--- src/rtl/ife_pkg.sv ---
package ife_pkg;
    localparam int NPINS = 2;
    localparam int PIN_MASK = 0;
    localparam int PIN_NMI  = 1;

    typedef enum logic [1:0] {
        ST_IDLE,
        ST_PEND,
        ST_ACK,
        ST_REARM
    } mstate_t;
endpackage

--- src/rtl/ife_sync.sv ---
module ife_sync #(
    parameter int STAGES = 2
) (
    input  logic clk,
    input  logic rst_n,
    input  logic bypass,
    input  logic d,
    output logic q
);
    logic [STAGES-1:0] chain;

    always_ff @(posedge clk) begin
        if (!rst_n) begin
            chain <= '0;
        end else begin
            chain <= {chain[STAGES-2:0], d};
        end
    end

    // lockstep: first flop is the bus-clock sample; otherwise full chain
    assign q = bypass ? chain[0] : chain[STAGES-1];
endmodule

--- src/rtl/ife_mask_fsm.sv ---
module ife_mask_fsm
    import ife_pkg::*;
#(
    parameter int INACT_SAMPLES = 2
) (
    input  logic clk,
    input  logic rst_n,
    input  logic legacy,
    input  logic s_req,
    input  logic int_en,
    input  logic insn_boundary,
    input  logic ack_ready,
    output logic ack_valid
);
    localparam int CW = $clog2(INACT_SAMPLES + 1);
    localparam logic [CW-1:0] LOW_FULL = CW'(INACT_SAMPLES);

    mstate_t state, nxt;
    logic [CW-1:0] low_cnt;
    logic inactive;

    // consecutive low samples, saturating
    always_ff @(posedge clk) begin
        if (!rst_n) begin
            low_cnt <= '0;
        end else if (s_req) begin
            low_cnt <= '0;
        end else if (low_cnt != LOW_FULL) begin
            low_cnt <= low_cnt + 1'b1;
        end
    end

    assign inactive = (low_cnt == LOW_FULL);

    always_ff @(posedge clk) begin
        if (!rst_n) begin
            state <= ST_IDLE;
        end else begin
            state <= nxt;
        end
    end

    always_comb begin
        nxt = state;
        unique case (state)
            ST_IDLE: begin
                if (legacy && s_req) nxt = ST_PEND;               // T_SEEN
            end
            ST_PEND: begin
                if (inactive || !legacy) nxt = ST_IDLE;           // T_DROP
                else if (insn_boundary && int_en) nxt = ST_ACK;   // T_TAKE
            end
            ST_ACK: begin
                if (ack_ready) nxt = ST_REARM;                    // T_DONE
            end
            ST_REARM: begin
                if (inactive) nxt = ST_IDLE;                      // T_ARM
            end
            default: nxt = ST_IDLE;
        endcase
    end

    always_comb begin
        ack_valid = 1'b0;
        unique case (state)
            ST_ACK:  ack_valid = 1'b1;
            default: ack_valid = 1'b0;
        endcase
    end
endmodule

--- src/rtl/ife_nmi.sv ---
module ife_nmi (
    input  logic clk,
    input  logic rst_n,
    input  logic legacy,
    input  logic s_nmi,
    input  logic insn_boundary,
    output logic nmi_take
);
    logic prev, pend, rise;

    assign rise = legacy && s_nmi && !prev;

    always_ff @(posedge clk) begin
        if (!rst_n) begin
            prev     <= 1'b0;
            pend     <= 1'b0;
            nmi_take <= 1'b0;
        end else begin
            prev     <= s_nmi;
            nmi_take <= legacy && pend && insn_boundary;
            if (!legacy) begin
                pend <= 1'b0;
            end else if (pend && insn_boundary) begin
                pend <= 1'b0;
            end else if (rise) begin
                pend <= 1'b1;
            end
        end
    end
endmodule

--- src/rtl/intreq_frontend.sv ---
module intreq_frontend
    import ife_pkg::*;
#(
    parameter int SYNC_STAGES   = 2,
    parameter int INACT_SAMPLES = 2
) (
    input  logic             clk,
    input  logic             rst_n,
    input  logic             lockstep_sync,
    input  logic             route_legacy,
    input  logic [NPINS-1:0] lpin,
    input  logic             int_en,
    input  logic             insn_boundary,
    input  logic             ack_ready,
    output logic             ack_valid,
    output logic             nmi_take,
    output logic [NPINS-1:0] lint_out
);
    logic [NPINS-1:0] s_pin;

    for (genvar i = 0; i < NPINS; i++) begin : g_sync
        ife_sync #(.STAGES(SYNC_STAGES)) u_sync (
            .clk    (clk),
            .rst_n  (rst_n),
            .bypass (lockstep_sync),
            .d      (lpin[i]),
            .q      (s_pin[i])
        );
    end

    ife_mask_fsm #(.INACT_SAMPLES(INACT_SAMPLES)) u_mask (
        .clk           (clk),
        .rst_n         (rst_n),
        .legacy        (route_legacy),
        .s_req         (s_pin[PIN_MASK]),
        .int_en        (int_en),
        .insn_boundary (insn_boundary),
        .ack_ready     (ack_ready),
        .ack_valid     (ack_valid)
    );

    ife_nmi u_nmi (
        .clk           (clk),
        .rst_n         (rst_n),
        .legacy        (route_legacy),
        .s_nmi         (s_pin[PIN_NMI]),
        .insn_boundary (insn_boundary),
        .nmi_take      (nmi_take)
    );

    assign lint_out = route_legacy ? '0 : s_pin;
endmodule

--- config.mk ---
export PLATFORM = sky130hd
export DESIGN_NAME = intreq_frontend
export DESIGN_NICKNAME = d
export VERILOG_FILES = /design/src/rtl/ife_pkg.sv /design/src/rtl/ife_sync.sv /design/src/rtl/ife_mask_fsm.sv /design/src/rtl/ife_nmi.sv /design/src/rtl/intreq_frontend.sv
export SDC_FILE = /design/constraint.sdc
export NUM_CORES = 1
export LEC_CHECK = 0
export ABC_AREA = 0
export BUFFER_PORTS_ARGS = -buffer_cell sky130_fd_sc_hd__buf_2
export CORE_AREA = 3 3 40 42
export CTS_BUF_LIST = sky130_fd_sc_hd__clkbuf_4 sky130_fd_sc_hd__clkbuf_8
export DETAILED_ROUTE_END_ITERATION = 16
export DIE_AREA = 0 0 43 45
export HOLD_SLACK_MARGIN = 0.03
export PLACE_DENSITY_LB_ADDON = 0.3
export SYNTH_ARGS = -nofsm -noshare
export SYNTH_HDL_FRONTEND = slang
export SYNTH_HIERARCHICAL = 1
export SYNTH_SLANG_ARGS = --single-unit
export TNS_END_PERCENT = 30
--- constraint.sdc ---
create_clock -name clk -period 1.11 [get_ports clk]
set_clock_uncertainty 0.05 [all_clocks]
set_input_delay 0.111 -clock clk [delete_from_list [all_inputs] [get_ports clk]]
set_output_delay 0.111 -clock clk [all_outputs]
set_load 0.1 [all_outputs]
## After elaboration in Yosys (flattened, before gate mapping)

Index checks and enable logic that the tools add are counted.
W data, S select, Z words.

| storage, ports and cells | value |
|---|---|
| input port bits | 9 |
| register bits after elaboration | 11 |

| operators by class | value |
|---|---|
| reductions and logical operators | 14 |
| bitwise logic cells | 2 |
| eq/ne operators | 9 |
| muxes and demuxes | 10 |
| add/subtract/negate cells | 1 |

Operator list:

| cell | number |
|---|---|
| $mux W2 | 6 |
| $pmux W2 S4 | 1 |
| $logic_and A1 B1 Y1 | 7 |
| $eq A2 B2 Y1 const B | 3 |
| $ne A2 B1 Y1 const B | 2 |
| $ne A2 B2 Y1 const B | 2 |
| $reduce_and A4 Y1 | 1 |
| $mux W1 | 3 |
| $ne A3 B1 Y1 const B | 1 |
| $reduce_or A3 Y1 | 1 |
| $add A2 B1 Y2 const B | 1 |
| $eq A2 B1 Y1 const B | 1 |
| $logic_not A1 Y1 | 2 |
| $logic_not A2 Y1 | 1 |
| $not A1 Y1 | 2 |
| $reduce_or A2 Y1 | 1 |
| $logic_or A1 B1 Y1 | 1 |

## Longest topological paths before layout

Gate-level depths: netlist of run 1.

| depth | value |
|---|---|
| word-level depth | 4 |
| mapped depth | 5 |
| depth with buffers taken out | 5 |

## Cells and area by module

The synthesis of run 1 kept the hierarchy.

By module, submodules not included:

| module | times used | area each (um^2) | sequential area each (um^2) | cells each |
|---|---|---|---|---|
| ife_mask_fsm | 1 | 200.2 | 80.1 | 22 |
| ife_sync | 2 | 67.6 | 40.0 | 5 |
| ife_nmi | 1 | 102.6 | 60.1 | 10 |
| intreq_frontend | 1 | 12.5 | 0.0 | 2 |

## Least setup slack after synthesis of run 1

OpenSTA, ideal clock, no wires.

| timing | value |
|---|---|
| kind | reg-to-output |
| start | register g_sync[0].u_sync.chain[0] |
| end | output port lint_out[0] |
| buffers on the path | 0 |
| cell stages (with the launch flop) | 3 |
| setup slack | -843 ps |
| arrival time | 1792 ps |
| required time | 949 ps |
| path through | dfxtp_1 > mux2_4 > nor2b_1 |

| on the way | value |
|---|---|
| cells in the longest elaborated chain, start to end | 2 |

Ends and longest elaborated chain:

| what | RTL line | source |
|---|---|---|
| from (decl) | ife_sync.sv:10 | `logic [STAGES-1:0] chain;` |
| from (signal assigned) | ife_sync.sv:16 | `chain <= {chain[STAGES-2:0], d};` |
| $mux W1 | ife_sync.sv:21 | `assign q = bypass ? chain[0] : chain[STAGES-1];` |
| net s_pin[0] | intreq_frontend.sv:19 | `logic [NPINS-1:0] s_pin;` |
| $mux W2 | intreq_frontend.sv:51 | `assign lint_out = route_legacy ? '0 : s_pin;` |
| to (decl) | intreq_frontend.sv:17 | `output logic [NPINS-1:0] lint_out` |

The timed path passes the listed nets, and every way through them passes these cells.

## Worst setup path after layout of run 1

| timing | value |
|---|---|
| start | register g_sync[1].u_sync.chain[0] |
| end | output port lint_out[1] |

| on the way | value |
|---|---|
| cells in the longest elaborated chain, start to end | 2 |

Ends and longest elaborated chain:

| what | RTL line |
|---|---|
| from (decl) | ife_sync.sv:10 |
| from (signal assigned) | ife_sync.sv:16 |
| $mux W1 | ife_sync.sv:21 |
| net s_pin[1] | intreq_frontend.sv:19 |
| $mux W2 | intreq_frontend.sv:51 |

The timed path passes the listed nets, and every way through them passes these cells.

==> qor.txt, run 1 <==
setup TNS -> -0.382 ns
fin area -> 672 um2
initial antenna violation count -> 0
worst r2r src -> g_sync[0].u_sync/chain[0]
die width -> 43 um
total grt overflow -> 0
slowest cell on the critical path -> dfxtp_1
DIE HEIGHT -> 45 um
critical path arrival -> 1.13 ns
vias in the first global route -> 377
full die area -> 1940 um2
htree depth -> 1
Final min period -> 1.29 ns
Seq/Total Area, Yosys -> 0.489
Placed Instances -> 71
Final setup viols -> 4
Yosys top cell area share -> 0.489
relative slew slack -> 0.844
#FFs+latches synth -> 11
all-layer global routing usage -> 0.115
largest net degree at the start of global routing -> 10
Worst-path clk slew -> 0.07 ns
syn_nets -> 54
dominant cells by area after synthesis -> dfxtp_1 49%, and2_1 6.9%, mux2_4 6.7%, nor2b_1 4.2%, o32ai_2 3.6%
maximum buffer depth of the clock tree -> 2
Via-to-Cell Ratio -> 4.57
post-synthesis cell type count -> 19
outcome -> complete, but fails checks
layout cells sized above 1 -> 0.419
WP buf/inv -> 1
total number of yosys warnings -> 6
Post-CTS Setup Bufs -> 0
most frequent cells in the layout -> 10 x dfxtp_1, 8 x buf_2, 5 x and2_1
CP max stage delay -> 0.31 ns
critical path class -> register to output pin
CP startpoint kind -> register
PortBufs -> 12
TritonCTS Buffers -> 3
maximum vdd drop -> 687 uV
CTS tree -> done
Post-Syn Area -> 450 um2
Core Rows -> 13
RSZ-0062 raised after global routing -> yes
Syn-to-layout area delta -> 49.2%
CP max FO -> 3
CP cell instances -> mux2_4, nor2b_4, buf_12
area post-placement -> 612 um2
Max Cap Viol -> 0
Synth Flop Type -> dfxtp_1
Ports -> 13
Layout Utilization -> 0.523
n_diodes -> 0
Worst-Margin Slew -> 0.234 ns
clock sink count -> 11
Final Hold Fails -> 0
Post-Place Worst Slack -> -0.0293 ns
Worst Path Required -> 0.95 ns
failing checks -> negative setup slack
Async SR Flop Fraction -> 0
Final GP Congestion -> 0.647
root buffer cell -> clkbuf_4
first-pass GRT wire length -> 1550 um
# DRC -> 0
number of synthesized flops with an enable pin -> 0
fin crit share -> 1.17
Core Area -> 1280 um2
non-filler cells, final -> 77
Pre-antenna DRT Iters -> 2
most common cell after layout, fill and taps aside -> dfxtp_1
Final Max Slew Viols -> 0
CP top delay family -> flip-flops
Worst-Skew Late Latency -> 0.26 ns
fmax -> 0.773 GHz
First DRT Iteration DRCs -> 1
final net count -> 73
setup ws final -> -0.184 ns
initial core utilization -> 0.351
min-delay worst type -> input port to register
Routed Antenna Nets -> 0
Tot Pwr -> 0.888 mW
dpl hpwl -> 611 um
WL final -> 819 um
Critical Path Source -> g_sync[1].u_sync/chain[0]
Pleak -> 0.282 nW
Avg Cell Area, Syn -> 10.2 um2
crit end category -> output pin
hold_ws -> 0.0429 ns
Synth area leader -> dfxtp_1
wire per inst -> 10.6 um
Power per Cell Area -> 1320 nW/um2
via count -> 352
synthesized instance count -> 44
Hold Path Origin -> insn_boundary
cell type report:
cell class                 instances  area (um2)
inverter                           2        7.51
sequential                        11         224
timing repair buffer              14         140
multi-input combinational         31         251
tap                               15        18.8
clock buffer                       4        30.0
fill                             123         613
power by group:
part | switching [mW] | internal, mW | total (mW)
clock network | 0.125 | 0.163 | 0.288
logic | 0.0858 | 0.0801 | 0.166
registers | 0.0152 | 0.419 | 0.434
total | 0.226 | 0.662 | 0.888
timing repair:
| action | CTS | global route |
|---|---|---|
| endpoints found under the setup margin | 4 | 5 |
| hold buffers | 2 | 0 |
| resized for setup | 2 | 2 |
| hold endpoints to repair | 2 | 0 |
| pin swaps | 0 | 0 |
logic make-up (layout without fill, tap and decap cells):
kind of cell	count (synthesis)	in the layout	share of synthesized area
compound gates	7	7	0.125
xor+xnor	1	1	0.0194
buf+inv	2	20	0.0167
fa+ha+maj	1	1	0.0278
flops	11	11	0.489
simple gates	20	20	0.256
mux	2	2	0.0667
Yosys cell counts, drive strengths merged (2+ instances only):
cell	n
nor2	4
mux2	2
a21oi	4
dfxtp	11
inv	2
nand2	3
nor2b	3
and2	5
flip-flops by register name, summed over array words and instances (netlist names), named ones only:
register / count
g_sync.u_sync/chain: 4
u_mask/low_cnt: 2
u_mask/state: 1
u_nmi/nmi_take: 1
u_nmi/pend: 1
u_nmi/prev: 1
worst paths after layout:
path	end	slack (ns)	depth (start not counted)
hold / removal	u_nmi/nmi_take	0.04	3
setup reg to reg	u_mask/state[0]	0	4
setup / recovery	lint_out[1]	-0.18	3
hold reg to reg	u_nmi/nmi_take	0.39	2
routing by layer:
layer,part of all wire,track usage,wire [um]
met5,0,0,0
met4,0.011,0.0904,9
met3,0.077,0.0637,63
met1,0.46,0.117,375
met2,0.45,0.174,371
worst min-delay path: cells and delay by family:
kind / cells / cell delay (ns)
AND/OR/NAND/NOR: 2 / 0.09
buffers and inverters: 1 / 0.12
Power figures use the tool's default switching activity.
==> inputs of run 2 (changes only) <==
- BUFFER_PORTS_ARGS: -buffer_cell sky130_fd_sc_hd__buf_2 -> not set
- CAP_MARGIN: not set -> 0
- DONT_BUFFER_PORTS: not set -> 1
- HOLD_SLACK_MARGIN: 0.03 -> 0.08
==> run 2 against run 1 <==
The flow still finishes with violations (negative setup slack). Worst setup slack got worse by 0.0062 ns. Clock-buffer cell count unchanged. Flip-flop and latch count unchanged. Highest routed layer unchanged.
==> qor.txt, run 2 (synthesized netlist as in run 1, its figures left out) <==
critical path arrival -> 1.14 ns (was 1.13 ns)
Core Rows -> 13 (unchanged)
R2R depth -> 4 (unchanged)
Worst-Skew Late Latency -> 0.26 ns (about the same)
Worst-Margin Slew -> 0.278 ns (was 0.234 ns)
largest net degree at the start of global routing -> 10 (unchanged)
Routed Antenna Nets -> 0 (unchanged)
CP startpoint kind -> register (unchanged)
WP buf/inv -> 1 (unchanged)
Ports -> 13 (unchanged)
TritonCTS Buffers -> 3 (unchanged)
layout cells sized above 1 -> 0.339 (was 0.419)
CP cell instances -> mux2_4, nor2b_4, buf_12 (unchanged)
root buffer cell -> clkbuf_4 (unchanged)
Pleak -> 0.272 nW (was 0.282 nW)
vias in the first global route -> 362 (was 377)
outcome -> complete, but fails checks (unchanged)
Final min period -> 1.30 ns (was 1.29 ns)
# DRC -> 0 (unchanged)
max reg flops -> 4 (unchanged)
final net count -> 70 (was 73)
Worst-path clk slew -> 0.07 ns (about the same)
crit end category -> output pin (unchanged)
Final Max Slew Viols -> 0 (unchanged)
fin crit share -> 1.17 (about the same)
maximum buffer depth of the clock tree -> 2 (unchanged)
CP max stage delay -> 0.32 ns (was 0.31 ns)
Final setup viols -> 4 (unchanged)
n_diodes -> 0 (unchanged)
WL final -> 900 um (was 819 um)
Largest Register -> g_sync.u_sync/chain (unchanged)
initial core utilization -> 0.351 (unchanged)
all-layer global routing usage -> 0.113 (was 0.115)
multi-input logic area -> 255 um2 (was 251 um2)
setup TNS -> -0.415 ns (was -0.382 ns)
Worst Path Required -> 0.95 ns (about the same)
Post-Place Worst Slack -> -0.0548 ns (was -0.0293 ns)
fmax -> 0.769 GHz (was 0.773 GHz)
clock sink count -> 11 (unchanged)
hold_ws -> 0.0947 ns (was 0.0429 ns)
most common cell after layout, fill and taps aside -> dfxtp_1 (unchanged)
critical path class -> register to output pin (unchanged)
relative slew slack -> 0.814 (was 0.844)
CP top delay family -> flip-flops (unchanged)
Final Hold Fails -> 0 (unchanged)
htree depth -> 1 (unchanged)
most frequent cells in the layout -> 9 x dfxtp_1, 7 x dlygate4sd3_1, 5 x and2_1 (was 10 x dfxtp_1, 8 x buf_2, 5 x and2_1)
Final GP Congestion -> 0.586 (was 0.647)
cts hold-fix bufs -> 7 (was 2)
CTS tree -> done (unchanged)
PortBufs -> 0 (was 12)
full die area -> 1940 um2 (unchanged)
setup ws final -> -0.190 ns (was -0.184 ns)
fillers -> 115 (was 123)
total grt overflow -> 0 (unchanged)
slowest cell on the critical path -> dfxtp_2 (was dfxtp_1)
initial antenna violation count -> 0 (unchanged)
CP max FO -> 3 (unchanged)
via count -> 346 (was 352)
min-delay worst type -> input port to register (unchanged)
Power per Cell Area -> 1310 nW/um2 (was 1320 nW/um2)
Layout Utilization -> 0.535 (was 0.523)
first-pass GRT wire length -> 1530 um (was 1550 um)
dpl hpwl -> 609 um (was 611 um)
maximum vdd drop -> 648 uV (was 687 uV)
Pre-antenna DRT Iters -> 4 (was 2)
failing checks -> negative setup slack (unchanged)
RSZ-0062 raised after global routing -> yes (unchanged)
First DRT Iteration DRCs -> 2 (was 1)
DIE HEIGHT -> 45 um (unchanged)
hold path depth -> 2 (was 3)
die width -> 43 um (unchanged)
Reg area -> 225 um2 (was 224 um2)
wire per inst -> 12.2 um (was 10.6 um)
Largest regs -> g_sync.u_sync/chain x4, u_mask/low_cnt x2 (unchanged)
Core Area -> 1280 um2 (unchanged)
cell count along the critical path -> 3 (unchanged)
Max Cap Viol -> 0 (unchanged)
Via-to-Cell Ratio -> 4.68 (was 4.57)
Syn-to-layout area delta -> 52.5% (was 49.2%)
## run 2: timing repair
| item | in CTS | in global routing |
|---|---|---|
| gates resized for setup | 2 | 4 |
| setup buffers | 0 | 0 |
| pin swaps | 1 | 0 |
| hold endpoints to repair | 11 | 1 |
| endpoints found under the setup margin | 4 | 6 |
## run 2: worst paths after layout
kind                             start               to  slack [ns]
max          g_sync[0].u_sync/chain[0]      lint_out[0]       -0.19
min                      lockstep_sync       u_nmi/prev        0.09
min reg2reg                 u_nmi/pend   u_nmi/nmi_take        0.40
max reg2reg  g_sync[0].u_sync/chain[0]  u_mask/state[0]       -0.02
## run 2: power by group
part / internal, mW / total (mW) / switching, mW
registers: 0.419 / 0.435 / 0.0158
clock network: 0.163 / 0.294 / 0.131
logic: 0.0856 / 0.172 / 0.0861
total: 0.668 / 0.900 / 0.233
## run 2: routing by layer
| metal | vias up | global-route usage | wire length (um) |
|---|---|---|---|
| li1 | 179 | - | - |
| met1 | 155 | 0.122 | 384 |
| met2 | 10 | 0.177 | 435 |
| met3 | 2 | 0.0319 | 64 |
| met4 | 0 | 0.108 | 16 |
| met5 | - | 0 | 0 |
## run 2: stage by stage
stage / instances / area, um2 / power, mW
3_3_place_gp: 63 / 572 / 0.575
2_1_floorplan: 44 / 473 / 0.549
3_5_place_dp: 63 / 572 / 0.579
6_report: 74 / 687 / 0.900
4_1_cts: 74 / 677 / 0.901
5_1_grt: 74 / 687 / 0.958
## run 2: area by class of cell
| type | count | share of cell area |
|---|---|---|
| Multi-Input combinational cell | 31 | 0.372 |
| Sequential cell | 11 | 0.328 |
| Timing Repair Buffer | 11 | 0.219 |
| Clock buffer | 4 | 0.0437 |
| Tap cell | 15 | 0.0273 |
| Inverter | 2 | 0.0109 |
==> inputs of run 3 (changes only) <==
- ABC_AREA: 0 -> 1
==> run 3 against run 2 <==
Core utilization rose by 10 points. Via count increased by 47%. The run still ends with negative setup slack left. Area after synthesis up 11%. Non-clock buffer count is 5 higher. Register-to-register slack worse by 0.07 ns. Combinational power rose to 2.6 times the previous value. Worst setup slack better by 0.10 ns. Sequential share of layout area shrank 4.5 points. Clock-buffer cell count down 1. Final cell count increased by 49%. Clock power is 4% lower. Largest power group unchanged.
==> qor.txt, run 3 <==
number of synthesized flops with an enable pin -> 0 (unchanged)
CP startpoint kind -> register (unchanged)
initial core utilization -> 0.388 (was 0.351)
Largest regs -> g_sync.u_sync/chain x4, u_mask/low_cnt x2 (unchanged)
CP max FO -> 2 (was 3)
Routed Antenna Nets -> 0 (unchanged)
Power per Cell Area -> 1490 nW/um2 (was 1310 nW/um2)
Post-Place Worst Slack -> -0.154 ns (was -0.0548 ns)
layout cells sized above 1 -> 0.484 (was 0.339)
Top Metal Used -> met4 (unchanged)
setup TNS -> -0.363 ns (was -0.415 ns)
DIE HEIGHT -> 45 um (unchanged)
vias in the first global route -> 492 (was 362)
maximum vdd drop -> 905 uV (was 648 uV)
first-pass GRT wire length -> 1940 um (was 1530 um)
Worst-path clk slew -> 0.08 ns (was 0.07 ns)
Tot Pwr -> 1.22 mW (was 0.900 mW)
Final GP Congestion -> 0.764 (was 0.586)
synthesized instance count -> 75 (was 44)
# DRC -> 0 (unchanged)
final net count -> 106 (was 70)
total number of yosys warnings -> 6 (unchanged)
Avg Cell Area, Syn -> 6.64 um2 (was 10.2 um2)
Synth area leader -> dfxtp_1 (unchanged)
wire per inst -> 10.4 um (was 12.2 um)
htree depth -> 1 (unchanged)
Final Hold Fails -> 0 (unchanged)
Post-Syn Area -> 498 um2 (was 450 um2)
largest net degree at the start of global routing -> 10 (unchanged)
CTS tree -> done (unchanged)
Pre-antenna DRT Iters -> 2 (was 4)
TritonCTS Buffers -> 3 (unchanged)
critical path class -> register to output pin (unchanged)
Via-to-Cell Ratio -> 4.63 (was 4.68)
Core Area -> 1280 um2 (unchanged)
count leader, synth -> nand2_1 (was dfxtp_1)
Syn-to-layout area delta -> 64.1% (was 52.5%)
#FFs+latches synth -> 11 (unchanged)
Synth Flop Type -> dfxtp_1 (unchanged)
via count -> 509 (was 346)
WL met1 -> 438 um (was 384 um)
relative slew slack -> 0.779 (was 0.814)
Final Max Slew Viols -> 0 (unchanged)
Ports -> 13 (unchanged)
Final setup viols -> 6 (was 4)
Largest Register -> g_sync.u_sync/chain (unchanged)
fmax -> 0.835 GHz (was 0.769 GHz)
most frequent cells in the layout -> 19 x nand2_1, 13 x inv_1, 7 x nand2_2, 6 x dfxtp_2 (was 9 x dfxtp_1, 7 x dlygate4sd3_1, 5 x and2_1)
fillers -> 124 (was 115)
met2 WL post-DR -> 596 um (was 435 um)
Yosys top cell area share -> 0.442 (was 0.489)
all-layer global routing usage -> 0.144 (was 0.113)
full die area -> 1940 um2 (unchanged)
failing checks -> negative setup slack (unchanged)
setup ws final -> -0.0880 ns (was -0.190 ns)
dpl hpwl -> 749 um (was 609 um)
critical path arrival -> 1.04 ns (was 1.14 ns)
Worst-Margin Slew -> 0.331 ns (was 0.278 ns)
Worst-Skew Late Latency -> 0.27 ns (was 0.26 ns)
max reg flops -> 4 (unchanged)
Core Rows -> 13 (unchanged)
hold_ws -> 0.0893 ns (was 0.0947 ns)
Layout Utilization -> 0.636 (was 0.535)
die width -> 43 um (unchanged)
hold path depth -> 4 (was 2)
Async SR Flop Fraction -> 0 (unchanged)
n_diodes -> 0 (unchanged)
Final min period -> 1.20 ns (was 1.30 ns)
most common cell after layout, fill and taps aside -> nand2_1 (was dfxtp_1)
clock sink count -> 11 (unchanged)
Pleak -> 0.394 nW (was 0.272 nW)
WL final -> 1140 um (was 900 um)
PortBufs -> 0 (unchanged)
Seq/Total Area, Yosys -> 0.442 (was 0.489)
Worst Path Required -> 0.95 ns (about the same)
dominant cells by area after synthesis -> dfxtp_1 44%, nand2_1 19%, inv_1 14%, nor2_1 6.8%, nand3_1 3.0% (was dfxtp_1 49%, and2_1 6.9%, mux2_4 6.7%, nor2b_1 4.2%, o32ai_2 3.6%)
R2R depth -> 10 (was 4)
crit end category -> output pin (unchanged)
fin crit share -> 1.08 (was 1.17)
post-synthesis cell type count -> 13 (was 19)
First DRT Iteration DRCs -> 1 (was 2)
Reg2Reg Setup Slack -> -0.09 ns (was -0.02 ns)
Max Cap Viol -> 0 (unchanged)
maximum buffer depth of the clock tree -> 2 (unchanged)
RSZ-0062 raised after global routing -> yes (unchanged)
initial antenna violation count -> 0 (unchanged)
total grt overflow -> 0 (unchanged)
Commonest cells post-synth -> 25 x nand2_1, 18 x inv_1, 11 x dfxtp_1, 9 x nor2_1, 3 x nand3_1 (was 11 x dfxtp_1, 5 x and2_1, 4 x nor2_1)
min-delay worst type -> input port to register (unchanged)
root buffer cell -> clkbuf_4 (unchanged)
DR WL met3 -> 56 um (was 64 um)
syn_nets -> 85 (was 54)
outcome -> complete, but fails checks (unchanged)
[run 3: changes by cell type after synthesis, sizes merged, moves of 2 or more]
cell / previous run / this run
nand3: 0 / 4
inv: 2 / 18
nor2b: 3 / 0
nand2: 3 / 26
and2: 5 / 0
nor2: 4 / 10
mux2: 2 / 0
[run 3: report_power, final]
part           internal (mW)  switching, mW  leakage (nW)
Clock                  0.134          0.148        0.0177
Sequential             0.445         0.0429        0.0930
Combinational          0.216          0.233         0.283
[run 3: area by class of cell]
type,instances,area [um2],area share
Timing Repair Buffer,16,190,0.233
Sequential cell,11,231,0.283
Inverter,18,67.6,0.0827
Tap cell,15,18.8,0.0230
Clock inverter,1,5.00,0.00613
Multi-Input combinational cell,46,282,0.345
Clock buffer,3,22.5,0.0276
[run 3: repair_timing]
| item | 4_1_cts | 5_1_grt |
|---|---|---|
| pin swaps | 8 | 6 |
| endpoints found under the hold margin | 11 | 0 |
| gates resized for setup | 18 | 10 |
| endpoints found under the setup margin | 6 | 6 |
| setup buffers | 2 | 1 |
| hold buffers | 5 | 0 |
[run 3: through the flow]
step           std cells  cell area, um2
2_1_floorplan         75             520
3_3_place_gp          98             649
3_5_place_dp          98             649
4_1_cts              109             779
5_1_grt              110             817
6_report             110             817
[run 3: cell families (layout without fill, tap and decap cells)]
family                     after synthesis  count (layout)  synth area share
AOI/OAI and AO/OA                        4               4            0.0528
and+or+nand+nor                         41              41             0.344
buffers and inverters                   18              38             0.136
DFF                                     11              11             0.442
adders and majority gates                1               1            0.0251
[run 3: path summary, 6_finish.rpt]
path,from,to
setup / recovery,g_sync[0].u_sync/chain[0],lint_out[0]
hold / removal,int_en,u_mask/state[0]
setup reg to reg,u_mask/low_cnt[0],register
hold reg to reg,g_sync[0].u_sync/chain[0],g_sync[0].u_sync/chain[1]
[run 3: worst max-delay path, cell delays in order (launching register included)]
cell	delay, ns
dfxtp_2	0.34
nand2_2	0.05
nand2_2	0.06
inv_2	0.04
nor2_4	0.10
buf_12	0.18
[run 3: per-layer routing]
| metal | vias to the layer above | GRT usage |
|---|---|---|
| li1 | 264 | - |
| met1 | 227 | 0.140 |
| met2 | 12 | 0.234 |
| met3 | 6 | 0.0598 |
| met4 | 0 | 0.133 |
| met5 | - | 0 |
